`src/rtl/smb_cfg_pkg.sv`:
```
`timescale 1ns/1ps
package smb_cfg_pkg;
  typedef enum logic [2:0] {
    S_IDLE, S_RX, S_RX_ACK, S_TX, S_TX_ACK, S_SKIP
  } smb_state_e;

  typedef enum logic [1:0] {
    ROLE_ADDR, ROLE_CMD, ROLE_CNT, ROLE_DATA
  } smb_role_e;
endpackage

```
`src/rtl/smb_line_sync.sv`:
```
`timescale 1ns/1ps
module smb_line_sync #(
  parameter int STAGES = 2
) (
  input  logic clk_i,
  input  logic rst_ni,
  input  logic d_i,
  output logic q_o
);
  logic [STAGES-1:0] ff_q;

  // idle bus level is high
  always_ff @(posedge clk_i or negedge rst_ni) begin
    if (!rst_ni) ff_q <= '1;
    else         ff_q <= {ff_q[STAGES-2:0], d_i};
  end

  assign q_o = ff_q[STAGES-1];
endmodule

```
`src/rtl/smb_bus_events.sv`:
```
`timescale 1ns/1ps
module smb_bus_events (
  input  logic clk_i,
  input  logic rst_ni,
  input  logic scl_i,
  input  logic sda_i,
  output logic start_o,
  output logic stop_o,
  output logic scl_rise_o,
  output logic scl_fall_o
);
  logic scl_q, sda_q;

  always_ff @(posedge clk_i or negedge rst_ni) begin
    if (!rst_ni) begin
      scl_q <= 1'b1;
      sda_q <= 1'b1;
    end else begin
      scl_q <= scl_i;
      sda_q <= sda_i;
    end
  end

  // conditions need SCL high on both samples
  assign start_o    = scl_i & scl_q & sda_q & ~sda_i;
  assign stop_o     = scl_i & scl_q & ~sda_q & sda_i;
  assign scl_rise_o = scl_i & ~scl_q;
  assign scl_fall_o = ~scl_i & scl_q;
endmodule

```
`src/rtl/smb_reg_bank.sv`:
```
`timescale 1ns/1ps
module smb_reg_bank #(
  parameter int                    NUM_REGS = 8,
  parameter int                    IDX_W    = 3,
  parameter logic [NUM_REGS*8-1:0] RST_VAL  = '1,
  parameter logic [NUM_REGS*8-1:0] RSV_MASK = '0,
  parameter logic [NUM_REGS*8-1:0] RSV_VAL  = '0,
  parameter int                    STOP_REG = 0,
  parameter int                    STOP_BIT = 2,
  parameter int                    STAT_REG = 0,
  parameter int                    STAT_BIT = 3
) (
  input  logic                    clk_i,
  input  logic                    rst_ni,
  input  logic                    we_i,
  input  logic [IDX_W-1:0]        widx_i,
  input  logic [7:0]              wdata_i,
  input  logic [IDX_W-1:0]        ridx_i,
  input  logic                    stop_ni,
  output logic [7:0]              rdata_o,
  output logic [NUM_REGS*8-1:0]   regs_o
);
  localparam logic [NUM_REGS*8-1:0] STAT_ONE =
    {{(NUM_REGS*8-1){1'b0}}, 1'b1} << (STAT_REG*8 + STAT_BIT);
  localparam logic [NUM_REGS*8-1:0] FIX_MASK = RSV_MASK | STAT_ONE;

  logic [7:0] reg_q [NUM_REGS];

  for (genvar g = 0; g < NUM_REGS; g++) begin : g_reg
    localparam logic [7:0] M = FIX_MASK[g*8 +: 8];
    localparam logic [7:0] V = RSV_VAL[g*8 +: 8] & FIX_MASK[g*8 +: 8];
    localparam logic [7:0] R = RST_VAL[g*8 +: 8];

    always_ff @(posedge clk_i or negedge rst_ni) begin
      if (!rst_ni)                                reg_q[g] <= (R & ~M) | V;
      else if (we_i && widx_i == IDX_W'(g))       reg_q[g] <= (wdata_i & ~M) | V;
    end

    assign regs_o[g*8 +: 8] = reg_q[g];
  end

  always_comb begin
    rdata_o = reg_q[ridx_i];
    if (ridx_i == IDX_W'(STAT_REG))
      rdata_o[STAT_BIT] = reg_q[STOP_REG][STOP_BIT] & stop_ni;
  end
endmodule

```
`src/rtl/smb_cfg_slave.sv`:
```
`timescale 1ns/1ps
module smb_cfg_slave
  import smb_cfg_pkg::*;
#(
  parameter int                    NUM_REGS    = 8,
  parameter logic [6:0]            DEV_ADDR    = 7'h69,
  parameter int                    SYNC_STAGES = 2,
  parameter logic [NUM_REGS*8-1:0] RST_VAL     = '1,
  parameter logic [NUM_REGS*8-1:0] RSV_MASK    = 64'h0000_0000_0003_4088,
  parameter logic [NUM_REGS*8-1:0] RSV_VAL     = 64'h0000_0000_0000_4000,
  parameter int                    STOP_REG    = 0,
  parameter int                    STOP_BIT    = 2,
  parameter int                    STAT_REG    = 0,
  parameter int                    STAT_BIT    = 3
) (
  input  logic                  clk_i,
  input  logic                  rst_ni,
  input  logic                  scl_i,
  input  logic                  sda_i,
  input  logic                  pci_stop_ni,
  output logic                  sda_pull_o,
  output logic [NUM_REGS*8-1:0] regs_o
);
  localparam int IDX_W = (NUM_REGS > 1) ? $clog2(NUM_REGS) : 1;

  logic scl_s, sda_s;
  logic start_ev, stop_ev, scl_rise, scl_fall;

  smb_line_sync #(.STAGES(SYNC_STAGES)) u_scl_sync (
    .clk_i(clk_i), .rst_ni(rst_ni), .d_i(scl_i), .q_o(scl_s)
  );
  smb_line_sync #(.STAGES(SYNC_STAGES)) u_sda_sync (
    .clk_i(clk_i), .rst_ni(rst_ni), .d_i(sda_i), .q_o(sda_s)
  );

  smb_bus_events u_events (
    .clk_i     (clk_i),
    .rst_ni    (rst_ni),
    .scl_i     (scl_s),
    .sda_i     (sda_s),
    .start_o   (start_ev),
    .stop_o    (stop_ev),
    .scl_rise_o(scl_rise),
    .scl_fall_o(scl_fall)
  );

  smb_state_e       st;
  smb_role_e        role;
  logic [7:0]       shreg;
  logic [3:0]       bcnt;
  logic             pull;
  logic [IDX_W-1:0] idx;
  logic             blk_mode;
  logic [7:0]       remain;
  logic             go_tx;
  logic             cnt_pend;
  logic             mack;

  logic       rx_done, rx_ack, wr_en, ld_tx;
  logic [7:0] rd_data, tx_byte;

  smb_reg_bank #(
    .NUM_REGS(NUM_REGS), .IDX_W(IDX_W), .RST_VAL(RST_VAL),
    .RSV_MASK(RSV_MASK), .RSV_VAL(RSV_VAL),
    .STOP_REG(STOP_REG), .STOP_BIT(STOP_BIT),
    .STAT_REG(STAT_REG), .STAT_BIT(STAT_BIT)
  ) u_bank (
    .clk_i  (clk_i),
    .rst_ni (rst_ni),
    .we_i   (wr_en),
    .widx_i (idx),
    .wdata_i(shreg),
    .ridx_i (idx),
    .stop_ni(pci_stop_ni),
    .rdata_o(rd_data),
    .regs_o (regs_o)
  );

  always_comb begin
    rx_done = (st == S_RX) && scl_fall && (bcnt == 4'd8);
    unique case (role)
      ROLE_ADDR: rx_ack = (shreg[7:1] == DEV_ADDR);
      ROLE_DATA: rx_ack = (remain != 8'd0);
      default:   rx_ack = 1'b1;
    endcase
    // commit only a fully received data byte that was accepted
    wr_en   = rx_done && (role == ROLE_DATA) && (remain != 8'd0);
    tx_byte = cnt_pend ? 8'(NUM_REGS) : rd_data;
    ld_tx   = scl_fall && (((st == S_RX_ACK) && go_tx) || ((st == S_TX_ACK) && mack));
  end

  always_ff @(posedge clk_i or negedge rst_ni) begin
    if (!rst_ni) begin
      st       <= S_IDLE;
      role     <= ROLE_ADDR;
      shreg    <= '0;
      bcnt     <= '0;
      pull     <= 1'b0;
      idx      <= '0;
      blk_mode <= 1'b1;
      remain   <= '0;
      go_tx    <= 1'b0;
      cnt_pend <= 1'b0;
      mack     <= 1'b0;
    end else if (start_ev) begin
      st    <= S_RX;
      role  <= ROLE_ADDR;
      bcnt  <= '0;
      pull  <= 1'b0;
      go_tx <= 1'b0;
    end else if (stop_ev) begin
      st   <= S_IDLE;
      pull <= 1'b0;
    end else if (ld_tx) begin
      shreg <= tx_byte;
      pull  <= ~tx_byte[7];
      bcnt  <= '0;
      st    <= S_TX;
      if (cnt_pend)      cnt_pend <= 1'b0;
      else if (blk_mode) idx      <= idx + 1'b1;
    end else begin
      unique case (st)
        S_RX: begin
          if (scl_rise && bcnt != 4'd8) begin
            shreg <= {shreg[6:0], sda_s};
            bcnt  <= bcnt + 4'd1;
          end else if (rx_done) begin
            if (rx_ack) begin
              pull <= 1'b1;
              st   <= S_RX_ACK;
              unique case (role)
                ROLE_ADDR: begin
                  go_tx    <= shreg[0];
                  cnt_pend <= shreg[0] & blk_mode;
                  role     <= ROLE_CMD;
                end
                ROLE_CMD: begin
                  blk_mode <= ~shreg[7];
                  idx      <= shreg[IDX_W-1:0];
                  remain   <= 8'd1;
                  role     <= shreg[7] ? ROLE_DATA : ROLE_CNT;
                end
                ROLE_CNT: begin
                  remain <= shreg;
                  role   <= ROLE_DATA;
                end
                default: begin
                  remain <= remain - 8'd1;
                  if (blk_mode) idx <= idx + 1'b1;
                end
              endcase
            end else begin
              st <= S_SKIP;
            end
          end
        end
        S_RX_ACK: if (scl_fall) begin
          pull <= 1'b0;
          bcnt <= '0;
          st   <= S_RX;
        end
        S_TX: if (scl_fall) begin
          if (bcnt == 4'd7) begin
            pull <= 1'b0;
            st   <= S_TX_ACK;
          end else begin
            shreg <= {shreg[6:0], 1'b0};
            pull  <= ~shreg[6];
            bcnt  <= bcnt + 4'd1;
          end
        end
        S_TX_ACK: begin
          if (scl_rise)      mack <= ~sda_s;
          else if (scl_fall) st   <= S_SKIP;
        end
        default: ;
      endcase
    end
  end

  assign sda_pull_o = pull;
endmodule

```
`config.mk`:
```
export PLATFORM = sky130hd
export DESIGN_NAME = smb_cfg_slave
export DESIGN_NICKNAME = d
export VERILOG_FILES = /design/src/rtl/smb_cfg_pkg.sv /design/src/rtl/smb_line_sync.sv /design/src/rtl/smb_bus_events.sv /design/src/rtl/smb_reg_bank.sv /design/src/rtl/smb_cfg_slave.sv
export SDC_FILE = /design/constraint.sdc
export NUM_CORES = 1
export LEC_CHECK = 0
export ABC_AREA = 1
export CORE_ASPECT_RATIO = 0.9
export CORE_MARGIN = 5
export CORE_UTILIZATION = 50
export DETAILED_ROUTE_END_ITERATION = 8
export DONT_BUFFER_PORTS = 1
export GPL_TIMING_DRIVEN = 0
export RECOVER_POWER = 25
export SYNTH_ARGS = -nofsm -noshare
export SYNTH_HDL_FRONTEND = slang
export SYNTH_HIERARCHICAL = 1
export SYNTH_SLANG_ARGS = --single-unit
export TNS_END_PERCENT = 100
```
`constraint.sdc`:
```
create_clock -name clk_i -period 3.4 [get_ports clk_i]
set_input_delay 0.68 -clock clk_i [delete_from_list [all_inputs] [get_ports clk_i]]
set_output_delay 0.68 -clock clk_i [all_outputs]
set_load 0.03 [all_outputs]
```
* Word level (Yosys, flattened, before mapping)
Cells that the tools add are included.
** Operators by class
- Add/sub/neg operators :: 3
- Order comparisons :: 1
- Equal/unequal tests :: 39
- Mux-type cells :: 73
- Bitwise gates (word level) :: 22
- Reductions and logical operators :: 45
** Operators with widths (count)
- $mux W8 :: 7
- $mux W3 :: 18
- $ne A5 B5 Y1 const B :: 8
- $reduce_and A8 Y1 :: 4
- $mux W4 :: 7
- $mux W1 :: 25
- $bmux W8 S3 :: 1
- $pmux W8 S3 :: 1
- $reduce_and A7 Y1 :: 3
- $reduce_and A6 Y1 :: 3
- $logic_and A1 B1 Y1 :: 16
- $ne A4 B4 Y1 const B :: 4
- $pmux W8 S2 :: 1
- $reduce_bool A2 Y1 :: 8
- $eq A3 B3 Y1 const B :: 5
- $mux W2 :: 7
- $eq A3 B2 Y1 const B :: 4
- $not A1 Y1 :: 12
- $pmux W3 S4 :: 1
- $pmux W4 S3 :: 1
- $ne A2 B2 Y1 const B :: 5
- $and A1 B1 Y1 :: 9
- $reduce_bool A8 Y1 :: 1
- $sub A8 B1 Y8 const B :: 1
- other kinds (28) :: 31
** Word-level totals
- Register bits :: 98
- Input port bits :: 5
- Output and inout port bits :: 65
- Word-level logic and storage cells :: 206

* Depth between registers and ports, before layout
Gate-level depths: netlist of the first run.
- Word-level depth :: 10
- Depth in mapped cells :: 16
- Gate-level depth less buffers :: 14

* Modules after synthesis
Netlist of the first run, hierarchy kept.
** By module, submodules not included
- smb_reg_bank :: times used 1, cells each 391, area an instance 3027.9 um2, seq. area each 1550.2 um2
- smb_cfg_slave :: times used 1, cells each 375, area an instance 2444.8 um2, seq. area each 827.0 um2
- smb_line_sync :: times used 2, cells each 2, area an instance 52.6 um2, seq. area each 52.6 um2
- smb_bus_events :: times used 1, cells each 13, area an instance 93.8 um2, seq. area each 52.6 um2

* Worst setup path before layout of the first run
OpenSTA, ideal clock, no wires.
- Path kind :: reg-to-reg
- Start point :: register u_events.scl_q
- End point :: register u_bank.reg_q, in the netlist u_bank/regs_o[24]
- Setup time :: 79 ps
- Arrival time :: 1871 ps
- Required time :: 3321 ps
- Setup slack :: 1450 ps
- Stages on the path, launching flop included :: 13
- Buffers on the path :: 2
- Clock period less this slack :: 1950 ps
- Path through :: dfstp_2 inv_1 nor2_1 clkbuf_2 inv_1 nor2_1 nand2_1 nor2_1 inv_1 nor2_2 nand3_2 buf_6 o21ai_0
** On the way
- Longest elaborated chain between the ends :: 6
** Ends and longest elaborated chain
- start, declared :: line smb_bus_events.sv:12 : logic scl_q, sda_q;
- start signal, assigned :: line smb_bus_events.sv:19 : scl_q <= scl_i;
- $and A1 B1 Y1 :: line smb_bus_events.sv:28 : assign scl_fall_o = ~scl_i & scl_q;
- named net scl_fall :: line smb_cfg_slave.sv:27 : logic start_ev, stop_ev, scl_rise, scl_fall;
- $logic_and A1 B1 Y1 (2 in series) :: line smb_cfg_slave.sv:80 : rx_done = (st == S_RX) && scl_fall && (bcnt == 4'd8);
- $logic_and A1 B1 Y1 (2 in series) :: line smb_cfg_slave.sv:87 : wr_en = rx_done && (role == ROLE_DATA) && (remain != 8'd0);
- named net wr_en :: line smb_cfg_slave.sv:59 : logic rx_done, rx_ack, wr_en, ld_tx;
- $logic_and A1 B1 Y1 :: line smb_reg_bank.sv:36 : else if (we_i && widx_i == IDX_W'(g)) reg_q[g] <= (wdata_i & ~M) | V;
- end signal, assigned by index :: line smb_reg_bank.sv:35 : if (!rst_ni) reg_q[g] <= (R & ~M) | V;
- end signal, assigned by index :: line smb_reg_bank.sv:36
- end, declared :: line smb_reg_bank.sv:27 : logic [7:0] reg_q [NUM_REGS];
The timed path passes the listed nets, and every way through them passes these cells.
A chain may end at the register's enable or synchronous reset.

* Worst setup path in the final report of the first run
- Start point :: register u_events.scl_q
- End point :: register u_bank.reg_q, in the netlist u_bank/regs_o[30]
Same word-level chain as after synthesis.

==> results of run 1 <==
==> cell usage in the layout (no fill, tap or decap), drive strengths merged, types with 2 or more instances in the layout <==
cell,instances
o21ai,91
inv,83
conb,5
dfrtp,32
a21oi,7
nor2,58
xor2,4
nand2,332
dfstp,66
clkbuf,12
buf,25
nand3b,2
nand3,52
nand4,4
xnor2,4
nor3,4
clkinv,6
ha,8
==> flip-flops by register name (all words and copies together), names as in the netlist <==
register,flops
u_bank/regs_o,59
remain,8
shreg,8
bcnt,4
idx,3
st,3
role,2
u_scl_sync/ff_q,2
u_sda_sync/ff_q,2
blk_mode,1
cnt_pend,1
go_tx,1
mack,1
sda_pull_o,1
u_events/scl_q,1
u_events/sda_q,1
==> worst max-delay path, stage by stage (launching register included) <==
cell,delay [ns]
dfstp_2,0.54
inv_1,0.04
nor2_1,0.07
clkbuf_2,0.21
inv_1,0.06
nor2_1,0.11
nand2_1,0.19
nor2_1,0.25
inv_1,0.08
nor2_2,0.21
nand3_2,0.20
buf_6,0.19
o21ai_0,0.15
==> final cells by class <==
| cell class | instances | area, um2 | area share [%] |
|---|---|---|---|
| clock inverters | 6 | 56.3 | 0.914 |
| inverters | 84 | 317 | 5.14 |
| multi-input cells | 577 | 2640 | 42.9 |
| clock buffers | 10 | 229 | 3.72 |
| flip-flops and latches | 98 | 2530 | 41.2 |
| plain buffers | 27 | 189 | 3.07 |
| well taps | 152 | 190 | 3.09 |
==> power by group <==
| group | switching [W] | internal, W |
|---|---|---|
| logic | 0.000838 | 0.000377 |
| registers | 0.000150 | 0.00128 |
| clock network | 0.000434 | 0.000566 |
| total | 0.00142 | 0.00222 |
==> how the worst min path moves through the flow <==
stage / from / to / slack (ns) / cells past startpoint
after floorplan: u_scl_sync/ff_q[0] / u_scl_sync/ff_q[1] / 0.35 / 0
after global placement: u_scl_sync/ff_q[0] / u_scl_sync/ff_q[1] / 0.35 / 0
after detailed placement: u_sda_sync/ff_q[0] / u_sda_sync/ff_q[1] / 0.35 / 0
after CTS: rst_ni / sda_pull_o / 0.01 / 0
after global routing: rst_ni / shreg[1] / 0.01 / 0
final: rst_ni / remain[5] / 0.03 / 0
==> metrics by stage <==
step	hold WS, ns	total power [W]	util (%)	std cells	setup slack, ns
floorplan	0.345	0.00232	-	786	1.45
global placement	0.347	0.00263	53.7	938	1.08
detailed placement	0.347	0.00265	53.7	938	1.04
CTS	0.0128	0.00367	56.3	954	1.02
global route	0.0130	0.00390	56.3	954	0.773
finish	0.0319	0.00365	56.3	954	1.03
==> routing by layer <==
| metal | vias to the layer above | wire length, um | track usage (%) |
|---|---|---|---|
| met3 | 13 | 1040 | 5.56 |
| met4 | 0 | 158 | 5.15 |
| met5 | - | 0 | 0 |
| met2 | 118 | 6500 | 34.1 |
| li1 | 2474 | - | - |
| met1 | 2283 | 7310 | 35.1 |
==> cells by family after synthesis <==
kind of cell    count (synthesis)  synth area share (%)
compound gates                102                  10.2
fa+ha+maj                       8                  1.76
xor+xnor                        8                  1.24
simple gates                  454                  33.1
buf+inv                       111                  8.91
flops                          98                  44.7
other cells                     2                 0.132
==> results.ini, run 1 <==
[floorplanning]
rows = 36
fp.dieH_um = 111
core_area_um2 = 10900
ios = 70
start_util_pct = 51.8
die_x_um = 122
die-area_um2 = 13600

[cells_and_area]
syn_to_final_growth_pct = 8.58
diodes = 0
final_area_um2 = 6160
n_fill_cell = 1104
layout-drive-gt1-share_pct = 18.7
final_nets = 810

[drt]
wl_per_cell_um = 15.7
drtIter0Drc = 489
drt-vias-per-instance = 5.12
vias = 4888
firstDrtPassIters = 5
drc_errors = 0
wl_um = 15000
ant_nets = 0

[synth]
synthTopCellsByCount = nand2_1, inv_1, dfstp_2
synthTopCellsByArea = dfstp_2, nand2_1, dfrtp_1, inv_1, nand3_1
syn_area_per_cell_um2 = 7.24
synth_top_cell_area_share_pct = 30.6
ys_warn_count = 6
synthesis.area_um2 = 5670
yosysUniqueCellTypes = 37
yosys.area.top_type = dfstp_2
synthArstFlopShare_pct = 100
postSynthCellCount = 783
synth_most_common_cell = nand2_1
synth-seq-area-share_pct = 44.7
synth_enable_flop_cells = 0
ys_ff_latch = 98
synth_flop_cell = dfstp_2

[clocking]
cts.path.max_buffers = 2
htree_levels = 3
postCtsSetupBuffers = 0
cts-resized-gates = 0
cts_buffers = 9
cts_tree = done
cts.sinks = 98
cts.reportedPaths.clkPinSlew_ns = 0.06
clk_latency_ns = 0.34
holdBufCountCts = 0
cts_root_buf = clkbuf_16

[sta]
grt_setup_unrepaired = false
finalHoldViolations = 0
setup_tns_ns = 0
fin_crit_ns = 2.37
fin_worst_skew_ns = 0.00598
fin_crit_sh_pct = 69.8
slew_viol_final = 0
worst_pin_slew_ns = 0.524
slew_headroom_pct = 64.9
setup-violations-final = 0
fmax_mhz = 421

[global_route]
grt_pass1_vias = 4719
grt_overflow = 0
track_usage_pct = 23.3
antenna_found_initial = 0
grt_max_degree = 99
grt_pass1_wl_um = 24900

[job]
cap_violations = 0

[power]
power_density_nw_per_um2 = 592
p_leak_nw = 2.93
vdd_drop_max_uv = 380

[critical_path]
critPathCaptureType = register
required_ns = 3.66
rrSetupSlack_ns = 1.03
crit_start = u_events/scl_q
critPathMaxFanout = 10
criticalPathCategory = reg2reg
timing.critical_path.to = u_bank/regs_o[30]
rr_worst_depth = 12
critPathArrivalTime_ns = 2.64
r2r-start = u_events/scl_q
regToRegEndpoint = u_bank/regs_o[30]
worstSetupStartpointType = register

[placed_design]
place_area_um2 = 5870
io_buffers = 0
gp_congestion = 0.972
dp_hpwl_um = 11100

[worst_hold_path]
min_path_type = in2async

[run_status]
status = finished clean

No activity file was read; power rests on OpenSTA's default activity.
==> run 2, diff against run 1 <==
==> constraint.sdc (replaced) <==
create_clock -name clk_i -period 2.45 [get_ports clk_i]
set_input_delay 0.49 -clock clk_i [delete_from_list [all_inputs] [get_ports clk_i]]
set_output_delay 0.49 -clock clk_i [all_outputs]
set_load 0.03 [all_outputs]
==> results.ini, run 2 (same netlist as run 1, synthesis figures left out) <==
[power]
intPower_w = 0.00309
p_leak_nw = 2.93
comb_power_share_pct = 33.3
p_sw_w = 0.00197
vdd_drop_max_uv = 529
p_clk_share_pct = 27.4
swShare_pct = 39.0
power_w = 0.00506
p_seq_share_pct = 39.2
power_density_nw_per_um2 = 818

[global_route]
grt_pass1_vias = 4719
antenna_found_initial = 0
grt_max_degree = 99
track_usage_pct = 23.3
grt_overflow = 0
grt_pass1_wl_um = 24900

[worst_hold_path]
min_path_type = in2async

[floorplanning]
core_area_um2 = 10900
rows = 36
start_util_pct = 51.8
die-area_um2 = 13600
fp.dieH_um = 111
die_x_um = 122
ios = 70

[sta]
holdWs_ns = -0.159
setup_tns_ns = 0
finalHoldViolations = 59
fin_crit_ns = 2.19
slew_viol_final = 0
worst_slack_ns = 0.263
fmax_mhz = 457
fin_worst_skew_ns = 0.00543
setup-violations-final = 0
fin_crit_sh_pct = 89.3
grt_setup_unrepaired = false

[placed_design]
dp_hpwl_um = 11100
gp_congestion = 0.972
dp_slack_ns = 0.0914
io_buffers = 0

[clocking]
cts_tree = done
cts.path.max_buffers = 2
postCtsSetupBuffers = 0
cts_buffers = 9
cts.sinks = 98
htree_levels = 3
cts.reportedPaths.clkPinSlew_ns = 0.07
clk_latency_ns = 0.34
cts_root_buf = clkbuf_16

[drt]
drt-vias-per-instance = 5.11
drtIter0Drc = 433
wl_per_cell_um = 15.7
firstDrtPassIters = 5
vias = 4878
ant_nets = 0
drc_errors = 0
wl_um = 15000

[cells_and_area]
final_common_cell = nand2_1
syn_to_final_growth_pct = 8.93
largest_reg_flops = 59
layout_common_cells = nand2_1, inv_1, dfstp_2
layout-drive-gt1-share_pct = 19.3
multi_input_area_um2 = 2660
seq_area_um2 = 2530
n_fill_cell = 1102
diodes = 0
final_nets = 810

[critical_path]
r2r-start = u_events/scl_q
criticalPathCategory = reg2reg
crit_start = u_events/scl_q
critPathArrivalTime_ns = 2.46
critPathMaxFanout = 10
required_ns = 2.72
critPathCaptureType = register
worstSetupStartpointType = register

[run_status]
status = complete, but fails checks
violations = negative hold slack

[job]
cap_violations = 0

run 2: power groups by stage:
stage                     registers [W]  logic (W)  clock network (W)
after floorplan                 0.00195    0.00127                  0
after global placement          0.00200    0.00164                  0
after detailed placement        0.00201    0.00166                  0
after CTS                       0.00199    0.00167            0.00143
after global routing            0.00201    0.00191            0.00150
final                           0.00198    0.00168            0.00139
run 2: layer usage:
layer | vias to the layer above | GRT usage [%] | wire [um]
li1 | 2468 | - | -
met1 | 2289 | 35.1 | 7270
met2 | 110 | 34.1 | 6550
met4 | 0 | 5.15 | 138
met3 | 11 | 5.56 | 997
met5 | - | 0 | 0
run 2: timing repair:
| action | in CTS | in global routing |
|---|---|---|
| gates resized for setup | 0 | 7 |
| endpoints found under the setup margin | 0 | 63 |
| hold endpoints to repair | 98 | 98 |
run 2: final cells by class:
type | count | share of cell area (%)
flip-flops and latches | 98 | 41.0
well taps | 152 | 3.08
clock inverters | 6 | 0.911
plain buffers | 27 | 3.06
inverters | 84 | 5.12
multi-input cells | 577 | 43.1
clock buffers | 10 | 3.71
run 2: critical path, cell delays in order (launching register included):
cell and delay, ns:
dfstp_2 0.54, inv_1 0.04, nor2_1 0.07, clkbuf_2 0.21, inv_1 0.06, nor2_1 0.13
nand2_2 0.13, nor2_2 0.18, nand2_1 0.13, inv_2 0.12, nand2_2 0.12, buf_2 0.22
o21ai_1 0.15
run 2: final timing paths:
kind / endpoint / slack, ns / cells past startpoint
worst min-delay path: remain[5] / -0.16 / 0
worst max-delay path: u_bank/regs_o[51] / 0.26 / 12
min in group clk_i: u_scl_sync/ff_q[0] / 0.14 / 0
worst max register to register: u_bank/regs_o[51] / 0.26 / 12
max in group asynchronous: u_bank/regs_o[8] / 2.38 / 0
worst min register to register: u_scl_sync/ff_q[1] / 0.36 / 0
run 2: stage by stage:
stage | utilization (%) | cell area (um2) | hold WS, ns | std cells
3_5_place_dp | 53.7 | 5870 | 0.199 | 938
4_1_cts | 56.3 | 6160 | -0.177 | 954
2_1_floorplan | - | 5680 | 0.194 | 786
3_3_place_gp | 53.7 | 5870 | 0.200 | 938
6_report | 56.4 | 6180 | -0.159 | 954
5_1_grt | 56.4 | 6180 | -0.177 | 954
==> run 3, diff against run 2 <==
--- a/config.mk
+++ b/config.mk
@@ -13,6 +13,7 @@
 export DONT_BUFFER_PORTS = 1
 export GPL_TIMING_DRIVEN = 0
 export RECOVER_POWER = 25
+export REMOVE_ABC_BUFFERS = 1
 export SYNTH_ARGS = -nofsm -noshare
 export SYNTH_HDL_FRONTEND = slang
 export SYNTH_HIERARCHICAL = 1
==> results.ini, run 3 (same netlist as run 1, synthesis figures left out) <==
[critical_path]
cp.depth = 10
crit_chain = inv_1, nor2_4, inv_1, nor2_1, nand2_1, nor2_2, inv_1, nor2_2, nand3_4, o21ai_0
rr_worst_depth = 10
critPathSlowestCell = dfstp_2
path_buf_inv = 3
cp_top_family = simple AND/OR/NAND/NOR gates
criticalPathCategory = reg2reg
regToRegEndpoint = u_bank/regs_o[30]
critPathMaxFanout = 16
critPathArrivalTime_ns = 2.54
slowest_delay_ns = 0.54
critPathMostFrequentCell = inv_1
rrSetupSlack_ns = 0.18
critPathCaptureType = register
r2r-start = u_events/scl_q
worstSetupStartpointType = register
required_ns = 2.72

[sta]
slew_headroom_pct = -33.1
setup-violations-final = 0
holdWs_ns = 0.137
fin_worst_skew_ns = 0.00945
grt_setup_unrepaired = false
worst_pin_slew_ns = 2.00
slew_viol_final = 100
fin_crit_ns = 2.27
fmax_mhz = 441
finalHoldViolations = 0
fin_crit_sh_pct = 92.6

[worst_hold_path]
worstHoldStart = sda_i
min_path_type = in2reg
min_to = u_sda_sync/ff_q[0]
min_path_cells = 0

[global_route]
track_usage_pct = 21.9
grt_max_degree = 99
grt_overflow = 0
grt_pass1_vias = 4546
antenna_found_initial = 0
grt_pass1_wl_um = 23500

[drt]
drtIter0Drc = 330
drc_errors = 0
firstDrtPassIters = 5
ant_nets = 0
vias = 4815
wl_um = 14700
drt-vias-per-instance = 5.18
wl_per_cell_um = 15.8

[floorplanning]
rows = 36
fp.dieH_um = 111
start_util_pct = 51.8
core_area_um2 = 10900
ios = 70
die-area_um2 = 13600
die_x_um = 122

[cells_and_area]
final_cells = 930
fin_util_pct = 55.7
largest_reg_flops = 59
layout_common_cells = nand2_1, inv_1, dfstp_2
final_common_cell = nand2_1
diodes = 0
final_nets = 786
layout-drive-gt1-share_pct = 17.4
syn_to_final_growth_pct = 7.41

[clocking]
cts_buffers = 9
cts_tree = done
clk_latency_ns = 0.35
cts.path.max_buffers = 2
htree_levels = 3
cts.reportedPaths.clkPinSlew_ns = 0.07
cts_root_buf = clkbuf_16
cts.sinks = 98

[run_status]
status = complete, but fails checks
violations = max-capacitance violations, max-slew violations

[power]
vdd_drop_max_uv = 542
power_density_nw_per_um2 = 841
p_leak_nw = 2.87

[placed_design]
dp_cells = 911
dp_hpwl_um = 9970
gp_congestion = 0.858
io_buffers = 0

[job]
cap_violations = 2

## run 3: changes by cell type in the layout (fill, tap and decap cells not counted), sizes merged
cell,before,now
buf,25,1
clkbuf,12,15
clkinv,5,2
## run 3: through the flow
step	TNS [ns]	setup WS (ns)	total power, W	cell area, um2
floorplan	0	0.278	0.00317	5490
global placement	-8.58	-0.665	0.00355	5680
detailed placement	-7.28	-0.304	0.00356	5690
CTS	0	0.0637	0.00510	6030
global route	0	0.0159	0.00547	6090
finish	0	0.180	0.00512	6090
## run 3: where the power goes
group,total (W),switching [W],internal (W),leakage [nW]
clock,0.00152,0.000618,0.000906,0.162
sequential,0.00199,0.000214,0.00178,1.10
combinational,0.00161,0.00112,0.000487,1.60
## run 3: worst max path at each step
stage / start / endpoint / slack (ns)
5_1_grt: u_events/scl_q / u_bank/regs_o[38] / 0.02
2_1_floorplan: idx[0] / sda_pull_o / 0.28
3_3_place_gp: idx[0] / sda_pull_o / -0.67
6_report: u_events/scl_q / u_bank/regs_o[30] / 0.18
3_5_place_dp: u_events/scl_q / u_bank/regs_o[31] / -0.30
4_1_cts: u_events/scl_q / u_bank/regs_o[6] / 0.06
## run 3: timing repair
item	4_1_cts	5_1_grt
endpoints found under the hold margin	98	62
setup buffers	0	1
pin swaps	0	1
resized for setup	6	10
endpoints found under the setup margin	62	46
## run 3: area by class of cell
| class | instances | area [um2] |
|---|---|---|
| flip-flops and latches | 98 | 2540 |
| multi-input cells | 577 | 2680 |
| clock inverters | 3 | 43.8 |
| well taps | 152 | 190 |
| repair buffers | 3 | 36.3 |
| clock buffers | 13 | 280 |
| fillers | 1092 | 4850 |
| inverters | 84 | 317 |
## run 3: routing by layer
layer | up-vias | routed length [um] | global-route usage [%]
met1 | 2268 | 6800 | 30.4
met3 | 11 | 966 | 5.77
li1 | 2426 | - | -
met2 | 110 | 6760 | 34.3
met5 | - | 0 | 0
met4 | 0 | 135 | 5.22
